--- src/rtl/status_alu_pkg.sv ---
package status_alu_pkg;

  typedef enum logic [3:0] {
    OP_ADD  = 4'd0,
    OP_ADDC = 4'd1,
    OP_SUB  = 4'd2,
    OP_SUBC = 4'd3,
    OP_CMP  = 4'd4,
    OP_AND  = 4'd5,
    OP_OR   = 4'd6,
    OP_XOR  = 4'd7,
    OP_CPL  = 4'd8,
    OP_NEG  = 4'd9
  } alu_op_e;

  localparam int NFLAG = 5;
  localparam int FL_E  = 4;
  localparam int FL_Z  = 3;
  localparam int FL_V  = 2;
  localparam int FL_C  = 1;
  localparam int FL_N  = 0;

endpackage

--- src/rtl/sa_arith.sv ---
module sa_arith #(
  parameter int W = 16
) (
  input  logic         word_mode,
  input  logic         is_sub,
  input  logic [W-1:0] a,
  input  logic [W-1:0] b,
  input  logic         cin,
  output logic [W-1:0] sum,
  output logic         cflag,
  output logic         ovf
);
  localparam int HW = W / 2;

  logic [W-1:0] mask;
  logic [W-1:0] am;
  logic [W-1:0] bm;
  logic         ci;
  logic [W:0]   full;
  logic         raw_carry;
  logic         sa, sb, sr;

  always_comb begin
    mask      = word_mode ? {W{1'b1}} : {{(W-HW){1'b0}}, {HW{1'b1}}};
    am        = a & mask;
    bm        = (is_sub ? ~b : b) & mask;
    ci        = is_sub ? ~cin : cin;
    full      = {1'b0, am} + {1'b0, bm} + {{W{1'b0}}, ci};
    raw_carry = word_mode ? full[W] : full[HW];
    cflag     = is_sub ? ~raw_carry : raw_carry;
    sum       = full[W-1:0] & mask;
    sa        = word_mode ? am[W-1]  : am[HW-1];
    sb        = word_mode ? bm[W-1]  : bm[HW-1];
    sr        = word_mode ? sum[W-1] : sum[HW-1];
    ovf       = (sa == sb) && (sr != sa);
  end
endmodule

--- src/rtl/sa_logic.sv ---
module sa_logic #(
  parameter int W = 16
) (
  input  status_alu_pkg::alu_op_e op,
  input  logic [W-1:0]            a,
  input  logic [W-1:0]            b,
  input  logic [W-1:0]            mask,
  output logic [W-1:0]            y
);
  import status_alu_pkg::*;

  always_comb begin
    unique case (op)
      OP_AND:  y = a & b & mask;
      OP_OR:   y = (a | b) & mask;
      OP_XOR:  y = (a ^ b) & mask;
      OP_CPL:  y = ~a & mask;
      default: y = '0;
    endcase
  end
endmodule

--- src/rtl/status_alu.sv ---
module status_alu #(
  parameter int W = 16
) (
  input  logic         clk,
  input  logic         rst,
  input  logic         valid_in,
  input  logic         word_mode,
  input  logic [3:0]   op_code,
  input  logic [W-1:0] opnd_a,
  input  logic [W-1:0] opnd_b,
  input  logic [4:0]   flags_in,
  output logic [W-1:0] result_out,
  output logic         wr_en_out,
  output logic [4:0]   flags_out
);
  import status_alu_pkg::*;

  localparam int HW = W / 2;

  alu_op_e      op;
  logic [W-1:0] mask;
  logic [W-1:0] min_val;
  logic         is_arith, is_sub, is_logic, known, writes;
  logic [W-1:0] ar_a, ar_b, ar_sum, lg_y, res, e_src;
  logic         ar_cin, ar_c, ar_v;
  logic [4:0]   nf;

  assign op = alu_op_e'(op_code);

  always_comb begin
    mask    = word_mode ? {W{1'b1}} : {{(W-HW){1'b0}}, {HW{1'b1}}};
    min_val = word_mode ? {1'b1, {(W-1){1'b0}}}
                        : {{(W-HW){1'b0}}, 1'b1, {(HW-1){1'b0}}};
    is_sub   = (op == OP_SUB) || (op == OP_SUBC) || (op == OP_CMP) || (op == OP_NEG);
    is_arith = is_sub || (op == OP_ADD) || (op == OP_ADDC);
    is_logic = (op == OP_AND) || (op == OP_OR) || (op == OP_XOR) || (op == OP_CPL);
    known    = is_arith || is_logic;
    writes   = known && (op != OP_CMP);
    ar_a     = (op == OP_NEG) ? '0 : opnd_a;
    ar_b     = (op == OP_NEG) ? opnd_a : opnd_b;
    ar_cin   = ((op == OP_ADDC) || (op == OP_SUBC)) ? flags_in[FL_C] : 1'b0;
  end

  sa_arith #(.W(W)) u_arith (
    .word_mode (word_mode),
    .is_sub    (is_sub),
    .a         (ar_a),
    .b         (ar_b),
    .cin       (ar_cin),
    .sum       (ar_sum),
    .cflag     (ar_c),
    .ovf       (ar_v)
  );

  sa_logic #(.W(W)) u_logic (
    .op   (op),
    .a    (opnd_a),
    .b    (opnd_b),
    .mask (mask),
    .y    (lg_y)
  );

  always_comb begin
    res   = is_arith ? ar_sum : lg_y;
    e_src = ((op == OP_CPL) || (op == OP_NEG)) ? opnd_a : opnd_b;
    nf[FL_E] = (e_src & mask) == min_val;
    nf[FL_Z] = (res == '0) &&
               (((op == OP_ADDC) || (op == OP_SUBC)) ? flags_in[FL_Z] : 1'b1);
    nf[FL_V] = is_arith ? ar_v : 1'b0;
    nf[FL_C] = is_arith ? ar_c : 1'b0;
    nf[FL_N] = word_mode ? res[W-1] : res[HW-1];
  end

  always_ff @(posedge clk) begin
    if (rst) begin
      result_out <= '0;
      wr_en_out  <= 1'b0;
      flags_out  <= '0;
    end else begin
      wr_en_out <= valid_in && writes;
      if (valid_in && writes) result_out <= res;
      if (valid_in && known)  flags_out  <= nf;
    end
  end

  // reset clears the status vector
  a_r11_reset_clear: assert property (@(posedge clk)
    rst |=> (flags_out == '0) && !wr_en_out);

  // compare never strobes a write
  a_r8_cmp_no_write: assert property (@(posedge clk) disable iff (rst)
    (valid_in && op_code == 4'd4) |=> !wr_en_out);

  // bitwise group clears overflow and carry
  a_r7_logic_vc_clear: assert property (@(posedge clk) disable iff (rst)
    (valid_in && op_code >= 4'd5 && op_code <= 4'd8) |=> (!flags_out[FL_V] && !flags_out[FL_C]));

  // idle cycles hold flags and result
  a_r10_idle_hold: assert property (@(posedge clk) disable iff (rst)
    !valid_in |=> ($stable(flags_out) && $stable(result_out) && !wr_en_out));

  // undefined opcodes touch nothing
  a_r12_undef_hold: assert property (@(posedge clk) disable iff (rst)
    (valid_in && op_code > 4'd9) |=> ($stable(flags_out) && !wr_en_out));

  // byte mode keeps the upper byte clear
  a_r9_byte_upper_zero: assert property (@(posedge clk) disable iff (rst)
    (valid_in && !word_mode && op_code <= 4'd9 && op_code != 4'd4) |=> (result_out[W-1:HW] == '0));

  // negative flag follows the result's top bit
  a_r6_neg_msb: assert property (@(posedge clk) disable iff (rst)
    wr_en_out |-> (flags_out[FL_N] == ($past(word_mode) ? result_out[W-1] : result_out[HW-1])));

  // a nonzero written result never carries zero
  a_r4_zero_consistent: assert property (@(posedge clk) disable iff (rst)
    (wr_en_out && result_out != '0) |-> !flags_out[FL_Z]);

endmodule

--- config.mk ---
export PLATFORM = sky130hd
export DESIGN_NAME = status_alu
export DESIGN_NICKNAME = d
export VERILOG_FILES = /design/src/rtl/status_alu_pkg.sv /design/src/rtl/sa_arith.sv /design/src/rtl/sa_logic.sv /design/src/rtl/status_alu.sv
export SDC_FILE = /design/constraint.sdc
export NUM_CORES = 1
export LEC_CHECK = 0
export ABC_AREA = 0
export ABC_CLOCK_PERIOD_IN_PS = 6000
export BUFFER_PORTS_ARGS = -buffer_cell sky130_fd_sc_hd__buf_2
export CAP_MARGIN = 20
export CORE_MARGIN = 8
export CORE_UTILIZATION = 36
export DETAILED_ROUTE_END_ITERATION = 10
export REMOVE_ABC_BUFFERS = 1
export SLEW_MARGIN = 20
export SYNTH_ARGS = -nofsm -noshare
export SYNTH_HDL_FRONTEND = slang
export SYNTH_SLANG_ARGS = --single-unit
--- constraint.sdc ---
create_clock -name clk -period 6 [get_ports clk]
set_input_delay 1.2 -clock clk [delete_from_list [all_inputs] [get_ports clk]]
set_output_delay 1.2 -clock clk [all_outputs]
set_load 0.05 [all_outputs]
==> impl_metrics.csv <==
group,metric,value,unit
synthesis,synth_top_area_share,16.9,%
global_routing,antenna_found_initial,0,
sta,fin_crit_sh,83.7,%
hold_path,hold_path_end,"flags_out[3]$_SDFFE_PP0P_",
synthesis,synth.cell_area,3480,µm²
cells_and_area,syn_to_final_growth,13.6,%
clock_network,htreeDepth,1,
synthesis,synthMuxAreaShare,2.05,%
worst_setup_path,reg2reg_to,"result_out[2]$_SDFFE_PP0P_",
pwr,seqPwrFrac,26.4,%
global_routing,grt_usage,17.7,%
sta,max_freq,199,MHz
clock_network,cts-buffers-inserted,3,
synthesis,async_flop_share,0,%
sta,rsz0062_at_grt,"false",
clock_network,postCtsSetupBuffers,0,
cells_and_area,nFillCells,1047,
clock_network,insertion_delay,260,ps
die,dieWidth,114,µm
global_routing,grt_pass1_wl,19.0,mm
detailed_routing,wire_per_inst,17.1,µm
die,dieArea,13100,µm²
synthesis,synth_fa_ha_area_share,18.0,%
worst_setup_path,path_class,"in2reg",
clock_network,cts_buffer_depth,2,
cells_and_area,final_cells,683,
die,die_y,114,µm
detailed_routing,drtPass1Iterations,4,
synthesis,avgSynthCellArea,6.87,µm²
cells_and_area,ff_latch_area,440,µm²
hold_path,whs_path_depth,2,
global_routing,grt_max_degree,42,
synthesis,synth_ff_type,"dfxtp_1",
worst_setup_path,worst-r2r-cell-count,2,
hold_path,min_from,"flags_out[3]$_SDFFE_PP0P_",
worst_setup_path,rr_startpoint,"result_out[2]$_SDFFE_PP0P_",
run_status,outcome,"complete, no violations",
pwr,p_sw_share,44.8,%
worst_setup_path,slowest_delay,650,ps
sta,slew_viol_final,0,
worst_setup_path,crit_fanout,18,
sta,setup_violations,0,
cells_and_area,antenna_cells,0,
sta,max-slew-margin-rel,33.6,%
worst_setup_path,worstPathCellList,"buf_2 > nor3b_1 > o21bai_1 > nand2_1 > o21ai_0 > inv_1 > ha_1 > a211oi_1 > o21ai_1 > a21oi_1 > o21bai_1 > xnor2_1 > o22a_1 > or3b_2 > o31ai_2",
place,port_buffers,63,
place,dp_cells,679,
detailed_routing,routed_wirelength,11.7,mm
worst_setup_path,cpMostUsedCell,"o21bai_1",
synthesis,synth_top_family_by_area,"compound AO/OA/AOI/OAI gates",
synthesis,ys_types,68,
worst_setup_path,timing.critical_path.from_type,"primary input",
synthesis,syn_inst,507,
detailed_routing,dr.first_iter.drc_count,285,
pwr,powerDensity,154,nW/µm²
die,rows,36,
global_routing,grt_pass1_vias,3777,
detailed_routing,drc_errors,0,
cells_and_area,nets,645,
detailed_routing,vias_per_cell,5.82,
clock_network,cts_tree,"yes",
place,gp_congestion,0.920,
worst_setup_path,cp_slowest_cell,"o21bai_1",
sta,hold_viol,0,
die,coreArea,9590,µm²
clock_network,cts.repair.resized,0,
worst_setup_path,cp_data_arrival_time,5200,ps
synthesis,ys_warn_count,0,
pwr,comb_power_share,56.6,%
pwr,leakagePower,1.79,nW
pwr,power.internal,0.336,mW
detailed_routing,dr_total_vias,3975,
synthesis,synth_compound_area_share,33.1,%
worst_setup_path,required,6180,ps
cells_and_area,multi_input_area,2770,µm²
synthesis,seq_area_frac_synth,12.7,%
clock_network,cts_sinks,22,
worst_setup_path,critPathCaptureType,"flop",
clock_network,clkTransAtPathRegs,70,ps
sta,period_needed,5020,ps
pwr,switchingPower,0.273,mW
die,io_pins,67,
sta,tns,0,ps
pwr,vdd_drop_max,93.5,µV
hold_path,hold_path_class,"reg2reg",
synthesis,synth_edf_count,0,
worst_setup_path,r2r_slack,5250,ps
place,dpl.hpwl,9.18,mm
synthesis,synth.largest_area_cell,"ha_1",
detailed_routing,ant_nets,0,
cells_and_area,final_cell_mix,"71 x nor2_1, 63 x buf_2, 56 x a21oi_1",
synthesis,yosys.area_share.xor_xnor,1.26,%
synthesis,ys_seq_elements,22,
synthesis,yosys.area_share.simple,24.7,%
die,start_util,36.3,%
global_routing,overflow,0,
clock_network,postCtsHoldBufs,0,
pwr,clkPwrFrac,17.0,%
sta,finClkSkew,0,ps
cells_and_area,final_common_cell,"nor2_1",
run,max-cap-violations,0,
cells_and_area,layout-drive-gt1-share,15.1,%
clock_network,cts_root_buffer,"clkbuf_8",
sta,worstMarginPinSlew,995,ps
synthesis,netlist_top_cells_area,"ha_1 17%, dfxtp_1 13%, a21oi_1 8.1%",
[per-layer routing]
metal	wire length (µm)	vias to the layer above	global-route usage (%)	share of wire, %
met4	222	0	4.88	1.9
met5	0	-	0	0
met3	707	17	1.32	6.0
li1	-	1955	-	-
met2	5580	126	31.0	48
met1	5200	1877	22.8	44
[sequential cells by signal, indices dropped and copies added (netlist names)]
register    flops
wr_en_out       1
flags_out       5
result_out     16
[worst max path at each step]
| stage | depth (start not counted) | endpoint | startpoint |
|---|---|---|---|
| after floorplan | 12 | flags_out[3]$_SDFFE_PP0P_ | op_code[2] |
| after global placement | 16 | flags_out[3]$_SDFFE_PP0P_ | op_code[2] |
| after detailed placement | 16 | flags_out[3]$_SDFFE_PP0P_ | op_code[2] |
| after CTS | 16 | flags_out[3]$_SDFFE_PP0P_ | op_code[2] |
| after global routing | 15 | flags_out[3]$_SDFFE_PP0P_ | op_code[2] |
| final | 15 | flags_out[3]$_SDFFE_PP0P_ | op_code[2] |
[power groups by stage]
stage	Clock (mW)	Sequential (mW)	Combinational, mW
floorplan	0	0.199	0.198
global placement	0	0.164	0.335
detailed placement	0	0.164	0.340
CTS	0.106	0.161	0.341
global route	0.113	0.162	0.380
finish	0.104	0.161	0.345
[layout make-up]
type                            instances  share of cell area (%)
Timing Repair Buffer                   69                    9.11
Sequential cell                        22                    11.1
Tap cell                              133                    4.21
Multi-Input combinational cell        412                    70.1
Inverter                               43                    4.08
Clock buffer                            4                    1.39
[critical path: cells and delay by family]
kind            cells  cell delay [ps]
xor+xnor            1              140
simple gates        3              970
compound gates      8             2280
fa+ha+maj           1              310
buf+inv             2              290
[per-stage QoR]
step           util, %  area (µm²)  power [mW]  hold WS (ps)  setup slack [ps]
2_1_floorplan        -        3360       0.397           692              18.1
3_3_place_gp      40.6        3900       0.499           448               859
3_5_place_dp      40.6        3900       0.504           456               799
4_1_cts           41.2        3960       0.608           474              1070
5_1_grt           41.2        3960       0.655           494               690
6_report          41.2        3960       0.609           473               979
[synth_stat cells, types with 3 or more instances]
| cell | instances |
|---|---|
| ha_1 | 47 |
| o221ai_1 | 5 |
| nor3_1 | 16 |
| nor2b_1 | 10 |
| o22ai_1 | 21 |
| and4_1 | 3 |
| o22a_1 | 4 |
| o21a_1 | 5 |
| o32ai_1 | 4 |
| a31oi_1 | 7 |
| nand4_1 | 5 |
| and2_1 | 6 |
| a211oi_1 | 17 |
| o21ai_0 | 23 |
| nand3_1 | 9 |
| a21oi_1 | 56 |
| clkbuf_1 | 22 |
| a21o_1 | 3 |
| nor4_1 | 5 |
| xnor2_1 | 3 |
| o21bai_1 | 4 |
| nand2_1 | 19 |
| nor2_1 | 71 |
| o21ai_1 | 8 |
| a22oi_1 | 3 |
| buf_2 | 5 |
| mux2i_1 | 6 |
| inv_1 | 43 |
| dfxtp_1 | 22 |
[cells by family after synthesis]
group / after synthesis
adders and majority gates: 49
muxes: 7
and+or+nand+nor: 170
AOI/OAI and AO/OA: 181
DFF: 22
buffers and inverters: 73
xor gates and xnor gates: 5
Power figures use the tool's default switching activity.
